$ cat src/rtl/gpio_irq_pkg.sv
package gpio_irq_pkg;

  // Word index decoded from paddr[5:2]; the order fixes the software offsets.
  typedef enum logic [3:0] {
    W_STATE   = 4'd0,
    W_IRQ     = 4'd1,
    W_DIR_OUT = 4'd2,
    W_DIR_IN  = 4'd3,
    W_EN_SET  = 4'd4,
    W_EN_CLR  = 4'd5,
    W_EDGE    = 4'd6,
    W_LEVEL   = 4'd7,
    W_POL_SET = 4'd8,
    W_POL_CLR = 4'd9,
    W_ANY_SET = 4'd10,
    W_ANY_CLR = 4'd11,
    W_IRQ_CLR = 4'd12,
    W_CTRL    = 4'd13
  } regWord_e;

  // One write strobe per writable word, control to datapath.
  typedef struct packed {
    logic setOut;
    logic clrOut;
    logic dirOut;
    logic dirIn;
    logic enSet;
    logic enClr;
    logic edgeSel;
    logic levelSel;
    logic polSet;
    logic polClr;
    logic anySet;
    logic anyClr;
    logic irqClr;
    logic ctrlWr;
  } wrStrobe_t;

endpackage

$ cat src/rtl/gpio_irq_ctrl.sv
module gpio_irq_ctrl
  import gpio_irq_pkg::*;
#(
  parameter int ADDR_W = 8
) (
  input  logic              clk,
  input  logic              rstN,
  input  logic              psel,
  input  logic              penable,
  input  logic              pwrite,
  input  logic [ADDR_W-1:0] paddr,
  output wrStrobe_t         strobe,
  output regWord_e          rdWord,
  output logic              rdHit
);

  localparam int IDX_LSB = 2;
  localparam int IDX_MSB = 5;

  logic       wrEn;
  logic       addrHit;
  logic [3:0] wordIdx;

  assign wordIdx = paddr[IDX_MSB:IDX_LSB];
  assign addrHit = (paddr[ADDR_W-1:IDX_MSB+1] == '0) && (paddr[IDX_LSB-1:0] == '0);
  assign wrEn    = psel && penable && pwrite;
  assign rdWord  = regWord_e'(wordIdx);
  assign rdHit   = addrHit;

  always_comb begin
    strobe = '0;
    if (wrEn && addrHit) begin
      case (wordIdx)
        W_STATE:   strobe.setOut   = 1'b1;
        W_IRQ:     strobe.clrOut   = 1'b1;
        W_DIR_OUT: strobe.dirOut   = 1'b1;
        W_DIR_IN:  strobe.dirIn    = 1'b1;
        W_EN_SET:  strobe.enSet    = 1'b1;
        W_EN_CLR:  strobe.enClr    = 1'b1;
        W_EDGE:    strobe.edgeSel  = 1'b1;
        W_LEVEL:   strobe.levelSel = 1'b1;
        W_POL_SET: strobe.polSet   = 1'b1;
        W_POL_CLR: strobe.polClr   = 1'b1;
        W_ANY_SET: strobe.anySet   = 1'b1;
        W_ANY_CLR: strobe.anyClr   = 1'b1;
        W_IRQ_CLR: strobe.irqClr   = 1'b1;
        W_CTRL:    strobe.ctrlWr   = 1'b1;
        default:   strobe = '0;
      endcase
    end
  end


  single_strobe_chk: assert property (@(posedge clk) disable iff (!rstN)
    $onehot0(strobe));


  strobe_access_chk: assert property (@(posedge clk) disable iff (!rstN)
    (strobe != '0) |-> (psel && penable && pwrite));

endmodule

$ cat src/rtl/gpio_irq_pin.sv
module gpio_irq_pin (
  input  logic clk,
  input  logic rstN,
  input  logic sampleIn,
  input  logic edgeMode,
  input  logic activeHigh,
  input  logic anyEdge,
  input  logic clrIrq,
  output logic syncVal,
  output logic irqStat
);

  logic syncA;
  logic syncB;
  logic prevVal;
  logic latchQ;
  logic rise;
  logic fall;
  logic edgeHit;

  always_ff @(posedge clk or negedge rstN) begin
    if (!rstN) begin
      syncA   <= 1'b0;
      syncB   <= 1'b0;
      prevVal <= 1'b0;
    end else begin
      syncA   <= sampleIn;
      syncB   <= syncA;
      prevVal <= syncB;
    end
  end

  assign rise    = syncB & ~prevVal;
  assign fall    = ~syncB & prevVal;
  assign edgeHit = anyEdge ? (rise | fall) : (activeHigh ? rise : fall);

  // A new event wins over a clear in the same cycle.
  always_ff @(posedge clk or negedge rstN) begin
    if (!rstN) latchQ <= 1'b0;
    else       latchQ <= edgeMode & (edgeHit | (latchQ & ~clrIrq));
  end

  assign syncVal = syncB;
  assign irqStat = edgeMode ? latchQ : (activeHigh ? syncB : ~syncB);


  edge_hold_chk: assert property (@(posedge clk) disable iff (!rstN)
    (latchQ && edgeMode && !clrIrq) |=> latchQ);

endmodule

$ cat src/rtl/gpio_irq_datapath.sv
module gpio_irq_datapath
  import gpio_irq_pkg::*;
#(
  parameter int NUM_PINS = 32,
  parameter int DATA_W   = 32
) (
  input  logic                clk,
  input  logic                rstN,
  input  wrStrobe_t           strobe,
  input  logic [DATA_W-1:0]   wdata,
  input  regWord_e            rdWord,
  input  logic                rdHit,
  input  logic [NUM_PINS-1:0] padIn,
  output logic [DATA_W-1:0]   rdata,
  output logic [NUM_PINS-1:0] padOut,
  output logic [NUM_PINS-1:0] padOe,
  output logic                irqOut
);

  logic [NUM_PINS-1:0] wd;
  logic [NUM_PINS-1:0] outReg;
  logic [NUM_PINS-1:0] dirReg;
  logic [NUM_PINS-1:0] enReg;
  logic [NUM_PINS-1:0] edgeReg;
  logic [NUM_PINS-1:0] polReg;
  logic [NUM_PINS-1:0] anyReg;
  logic                loopMode;
  logic [NUM_PINS-1:0] sampleSrc;
  logic [NUM_PINS-1:0] syncIn;
  logic [NUM_PINS-1:0] irqStatus;

  assign wd = wdata[NUM_PINS-1:0];

  always_ff @(posedge clk or negedge rstN) begin
    if (!rstN) begin
      outReg   <= '0;
      dirReg   <= '0;
      enReg    <= '0;
      edgeReg  <= '0;
      polReg   <= '1;
      anyReg   <= '0;
      loopMode <= 1'b0;
    end else begin
      if (strobe.setOut)   outReg   <= outReg | wd;
      if (strobe.clrOut)   outReg   <= outReg & ~wd;
      if (strobe.dirOut)   dirReg   <= dirReg | wd;
      if (strobe.dirIn)    dirReg   <= dirReg & ~wd;
      if (strobe.enSet)    enReg    <= enReg | wd;
      if (strobe.enClr)    enReg    <= enReg & ~wd;
      if (strobe.edgeSel)  edgeReg  <= edgeReg | wd;
      if (strobe.levelSel) edgeReg  <= edgeReg & ~wd;
      if (strobe.polSet)   polReg   <= polReg | wd;
      if (strobe.polClr)   polReg   <= polReg & ~wd;
      if (strobe.anySet)   anyReg   <= anyReg | wd;
      if (strobe.anyClr)   anyReg   <= anyReg & ~wd;
      if (strobe.ctrlWr)   loopMode <= wdata[0];
    end
  end

  assign sampleSrc = loopMode ? outReg : padIn;

  for (genvar p = 0; p < NUM_PINS; p++) begin : g_pin
    gpio_irq_pin u_pin (
      .clk        (clk),
      .rstN       (rstN),
      .sampleIn   (sampleSrc[p]),
      .edgeMode   (edgeReg[p]),
      .activeHigh (polReg[p]),
      .anyEdge    (anyReg[p]),
      .clrIrq     (strobe.irqClr & wd[p]),
      .syncVal    (syncIn[p]),
      .irqStat    (irqStatus[p])
    );
  end

  assign irqOut = |(irqStatus & enReg);
  assign padOut = outReg;
  assign padOe  = dirReg;

  always_comb begin
    rdata = '0;
    if (rdHit) begin
      case (rdWord)
        W_STATE:             rdata = DATA_W'(syncIn);
        W_IRQ:               rdata = DATA_W'(irqStatus);
        W_DIR_OUT, W_DIR_IN: rdata = DATA_W'(dirReg);
        W_EN_SET, W_EN_CLR:  rdata = DATA_W'(enReg);
        W_EDGE, W_LEVEL:     rdata = DATA_W'(edgeReg);
        W_POL_SET, W_POL_CLR: rdata = DATA_W'(polReg);
        W_ANY_SET, W_ANY_CLR: rdata = DATA_W'(anyReg);
        W_CTRL:              rdata = DATA_W'(loopMode);
        default:             rdata = '0;
      endcase
    end
  end


  set_out_chk: assert property (@(posedge clk) disable iff (!rstN)
    strobe.setOut |=> ((padOut & $past(wd)) == $past(wd)));


  clr_out_chk: assert property (@(posedge clk) disable iff (!rstN)
    strobe.clrOut |=> ((padOut & $past(wd)) == '0));


  dir_in_chk: assert property (@(posedge clk) disable iff (!rstN)
    strobe.dirIn |=> ((padOe & $past(wd)) == '0));


  en_clr_chk: assert property (@(posedge clk) disable iff (!rstN)
    (strobe.enClr && !strobe.enSet) |=> ((enReg & $past(wd)) == '0));

endmodule

$ cat src/rtl/gpio_irq_apb.sv
module gpio_irq_apb
  import gpio_irq_pkg::*;
#(
  parameter int NUM_PINS = 32,
  parameter int ADDR_W   = 8
) (
  input  logic                clk,
  input  logic                rstN,
  input  logic                psel,
  input  logic                penable,
  input  logic                pwrite,
  input  logic [ADDR_W-1:0]   paddr,
  input  logic [31:0]         pwdata,
  output logic [31:0]         prdata,
  input  logic [NUM_PINS-1:0] padIn,
  output logic [NUM_PINS-1:0] padOut,
  output logic [NUM_PINS-1:0] padOe,
  output logic                irqOut
);

  localparam int DATA_W = 32;

  wrStrobe_t strobe;
  regWord_e  rdWord;
  logic      rdHit;

  gpio_irq_ctrl #(.ADDR_W(ADDR_W)) u_ctrl (
    .clk     (clk),
    .rstN    (rstN),
    .psel    (psel),
    .penable (penable),
    .pwrite  (pwrite),
    .paddr   (paddr),
    .strobe  (strobe),
    .rdWord  (rdWord),
    .rdHit   (rdHit)
  );

  gpio_irq_datapath #(.NUM_PINS(NUM_PINS), .DATA_W(DATA_W)) u_dp (
    .clk    (clk),
    .rstN   (rstN),
    .strobe (strobe),
    .wdata  (pwdata),
    .rdWord (rdWord),
    .rdHit  (rdHit),
    .padIn  (padIn),
    .rdata  (prdata),
    .padOut (padOut),
    .padOe  (padOe),
    .irqOut (irqOut)
  );

endmodule

$ cat config.mk
export PLATFORM = sky130hd
export DESIGN_NAME = gpio_irq_apb
export DESIGN_NICKNAME = d
export VERILOG_FILES = /design/src/rtl/gpio_irq_pkg.sv /design/src/rtl/gpio_irq_ctrl.sv /design/src/rtl/gpio_irq_pin.sv /design/src/rtl/gpio_irq_datapath.sv /design/src/rtl/gpio_irq_apb.sv
export SDC_FILE = /design/constraint.sdc
export NUM_CORES = 1
export LEC_CHECK = 0
export BUFFER_PORTS_ARGS = -buffer_cell sky130_fd_sc_hd__buf_2
export CORE_AREA = 3 3 207 209
export DETAILED_ROUTE_END_ITERATION = 12
export DIE_AREA = 0 0 210 212
export SKIP_LAST_GASP = 1
export SYNTH_ARGS = -nofsm -noshare
export SYNTH_HDL_FRONTEND = slang
export SYNTH_HIERARCHICAL = 1
export SYNTH_SLANG_ARGS = --single-unit
$ cat constraint.sdc
create_clock -name clk -period 2.6 [get_ports clk]
set_clock_uncertainty 0.15 [all_clocks]
set_input_delay 0.39 -clock clk [delete_from_list [all_inputs] [get_ports clk]]
set_output_delay 0.39 -clock clk [all_outputs]
set_load 0.03 [all_outputs]
== After elaboration in Yosys (flattened, before gate mapping) ==
Index checks and enable logic that the tools add are counted.
Operators by class
  eq/ne operators: 13
  reduce and logical (&&, ||, !) cells: 19
  bitwise operators: 334
  muxes and demuxes: 158
Operator list (number)
  2-to-1 mux 32 bit: 14
  case mux 32 bit (8 select lines): 1
  AND 32 bit: 7
  OR 32 bit: 6
  AND 1 bit: 160
  2-to-1 mux 1 bit: 142
  inverter 1 bit: 96
  OR 1 bit: 64
  inverter 32 bit: 1
  OR reduction 32 bit: 1
  equality test 4 bit (second input constant): 6
  equality test 4 x 3 -> 1 bit (second input constant): 4
  2-to-1 mux 14 bit: 1
  nonzero test 2 bit: 6
  OR reduction 2 bit: 5
  equality test 4 x 2 -> 1 bit (second input constant): 2
  equality test 4 x 1 -> 1 bit (second input constant): 1
  logical AND 1 bit: 4
  zero test 2 bit: 2
  zero test 4 bit: 1
Word-level totals
  logic and storage cells: 659
  register bits after elaboration: 321

== Longest topological paths before layout ==
  word-level depth: 9
  gate-level depth with buffers: 9
  gate-level depth less buffers: 6

== By module ==
Netlist, hierarchy kept.
Modules (own cells, without submodules)
  gpio_irq_datapath: seq. area each 4869.7 um2, times used 1, cells each 1008, area each 9684.3 um2
  gpio_irq_pin: seq. area each 100.1 um2, times used 32, cells each 17, area each 201.4 um2
  gpio_irq_ctrl: seq. area each 0.0 um2, times used 1, cells each 32, area each 231.5 um2

== Worst setup path after synthesis ==
No wires, ideal clock.
  path kind: in2out
  from: input paddr[7]
  to: output prdata[10]
  arrival: 2.029 ns
  path slack: 0.031 ns
  data required time: 2.060 ns
  buffers on the path: 3
  stages on the path: 7
  path through: or4_4 > buf_6 > buf_8 > inv_1 > nand2_1 > buf_1 > a31oi_1
On the way
  word-level cells in the longest chain between the ends: 3
Ends and longest elaborated chain
  start, declared: RTL line gpio_irq_apb.sv:12  | input logic [ADDR_W-1:0] paddr,
  zero test 2 bit: RTL line gpio_irq_ctrl.sv:25  | assign addrHit = (paddr[ADDR_W-1:IDX_MSB+1] == '0) && (paddr[IDX_LSB-1:0] == '0);
  logical AND 1 bit: RTL line gpio_irq_ctrl.sv:25
  net rdHit: RTL line gpio_irq_apb.sv:25  | logic rdHit;
  2-to-1 mux 32 bit: RTL line gpio_irq_datapath.sv:82  | if (rdHit) begin
  end, declared: RTL line gpio_irq_apb.sv:14  | output logic [31:0] prdata,
The timed path passes the listed nets, and every way through them passes these cells.

==> results.ini <==
[setup_path]
worst_setup_path_start_kind = flop
worstSetupPathType = flop to output port
reg2reg_from = u_dp/loopMode
critPathMaxStageDelay_ps = 580
critical_path.top_delay_family = simple AND/OR/NAND/NOR gates
end_kind = output port
crit_arrival_ps = 2500
path_cells = xor2_1, o21ai_2, a22oi_1, nand4_1, or4_4, buf_6
critPathMaxFanout = 2
worst-path-buf-inv = 1
slowest_stage = or4_4
reg2regPathDepth = 2
required_ps = 2060
r2r_slack_ps = 1010
reg2reg_to = u_dp/g_pin[1].u_pin/syncA

[global_routing]
gr-total-overflow = 0
globalRouteTotalUtil_pct = 23.6
grt_max_degree = 66
grt_pass1_wl_um = 81400
antenna_found_initial = 0
grt_pass1_vias = 14000

[yosys]
syn_area_per_cell_um2 = 10.3
seq_area_frac_synth_pct = 49.3
yosys.area.top_type_share_pct = 44.2
synthCells = 1584
synth-warning-count = 6
yosysTopAreaCell = dfrtp_1
syn_nets = 1725
synth.distinct_cells = 43
ys_ff_latch = 321
synth_edf_count = 0
ys_async_sr_fraction_pct = 100
synth_ff_type = dfrtp_1
synthesis.area_um2 = 16400
ys_top_cells_by_area = dfrtp_1 44%, a21oi_1 12%, dfstp_2 5.1%

[timing]
hold_viol_final = 0
tightestPinTransition_ps = 656
fin_crit_ps = 3040
grt_setup_unrepaired = true
setup_viol = 2
setup_ws_ps = -440
relSlewSlack_pct = 56.2
whs_ps = 26.9
fmax_mhz = 329
finalCritPeriodShare_pct = 117
drv_slew = 0

[pwr]
vdd.ir_drop.worst_mv = 0.427
p_int_w = 0.00922
p_clk_share_pct = 48.0
p_switching_w = 0.00286
swShare_pct = 23.7
p_leak_nw = 9.45
powerDensity_nw_per_um2 = 575
total_power_w = 0.0121
share_comb_of_total_power_pct = 8.7
seqPwrFrac_pct = 43.3

[placed_design]
hpwl_um = 34900
port_buffers = 173
place_area_um2 = 18800
gp_congestion = 0.852

[cells_and_area]
mostFrequentLayoutCell = a21oi_1
drive_gt1_share_pct = 35.1
final_nets = 2020
diodes = 0
final_area_um2 = 21000
fillers = 3659
areaGrowthSynthToFinish_pct = 28.4
mostFrequentLayoutCells = 392 x a21oi_1, 278 x dfrtp_1, 151 x buf_2, 127 x buf_4, 99 x nand2_1

[route]
drc = 0
drtAntennaViolNets = 0
vias_per_cell = 5.54
wirelength_um = 52200
drt-initial-drc-count = 1198
vias = 13500
drtPass1Iterations = 6
wl_per_cell_um = 21.4

[clocking]
clkTransAtPathRegs_ps = 60
cts_tree = done
htreeDepth = 2
cts_made_buffers = 37
clock_latency_ps = 550
cts.sinks = 321
cts-root-buf = clkbuf_16
clk_path_buf_depth = 3

[job]
maxCapViolations = 0

[floorplanning]
num_rows = 74
io-pin-count = 174
die_h_um = 212
coreArea_um2 = 41000
initial_core_util_pct = 39.9
die-area_um2 = 44500
die_w_um = 210

[min_path]
hold_class = input port to flop
min_from = pwdata[9]
hold_depth = 2

[run_status]
status = finished, violations left
violations = setup timing

-- through the flow --
step	util [%]	std cells	worst slack, ps	setup TNS (ps)
finish	51.2	2440	-440	-474
global route	51.2	2440	-496	-677
CTS	50.7	2439	-563	-655
detailed placement	45.8	2317	-163	-1600
global placement	45.8	2317	-172	-1820
floorplan	-	1584	31.0	0
-- worst max path at each step --
| stage | cells past startpoint | to | slack (ps) |
|---|---|---|---|
| floorplan | 7 | prdata[10] | 30 |
| global placement | 6 | irqOut | -170 |
| detailed placement | 6 | irqOut | -160 |
| CTS | 7 | irqOut | -560 |
| global route | 7 | irqOut | -500 |
| finish | 6 | irqOut | -440 |
-- routing by layer --
metal	part of all wire, %	vias up	GRT usage, %	wire (um)
met4	3.6	0	9.42	1860
met2	48	525	39.1	24900
met3	6.3	112	3.90	3300
met5	0	-	0	0
met1	43	6679	31.1	22200
li1	-	6208	-	-
-- layout make-up --
class	instances	area [um^2]	share of cell area, %
tap	532	666	3.17
inverter	65	244	1.16
timing repair buffer	371	2870	13.7
multi-input combinational	1083	7780	37.0
clock inverter	14	253	1.20
sequential	321	8090	38.5
clock buffer	54	1110	5.29
-- cells in the mapped netlist (all sizes together), types with 2 or more instances --
| cell | instances |
|---|---|
| mux2 | 33 |
| a31oi | 17 |
| and2 | 49 |
| clkbuf | 77 |
| xor2 | 32 |
| ha | 64 |
| a22oi | 32 |
| dfrtp | 289 |
| nor4 | 15 |
| or2 | 16 |
| nor2 | 49 |
| mux2i | 64 |
| o21ai | 83 |
| a31o | 14 |
| a222oi | 17 |
| a21oi | 433 |
| dfstp | 32 |
| inv | 65 |
| buf | 38 |
| or4 | 2 |
| nand2 | 100 |
| nor2b | 35 |
| nand4 | 4 |
| a221oi | 14 |
| nand2b | 5 |
| nand3 | 2 |
-- timing repair --
action	CTS	global route
endpoints found under the hold margin	99	0
pin swaps	12	20
resized for setup	58	71
hold buffers	51	0
buffers inserted	4	2
setup endpoints to repair	25	29
-- worst reg2reg max path, delay by kind of cell, from the launching register on --
kind	cells	cell delay [ps]
flops	1	350
mux	1	430
buf+inv	1	540
-- cells by family (layout without fill, tap and decap cells) --
logic type / after synthesis / after routing / synth area share, %
AO/OA/AOI/OAI: 610 / 610 / 21.9
buffers and inverters: 180 / 504 / 5.08
flip-flops: 321 / 321 / 49.3
multiplexers: 97 / 97 / 6.19
AND/OR/NAND/NOR: 280 / 280 / 10.9
adder cells (fa/ha/maj): 64 / 64 / 4.89
XOR/XNOR: 32 / 32 / 1.71
-- power groups by stage --
stage	logic, W	registers, W	clock network, W
finish	0.00105	0.00523	0.00580
floorplan	0.000449	0.00533	0
detailed placement	0.000955	0.00531	0
global route	0.00115	0.00524	0.00617
global placement	0.000934	0.00531	0
CTS	0.00104	0.00523	0.00593
(Power assumes the default switching activity.)
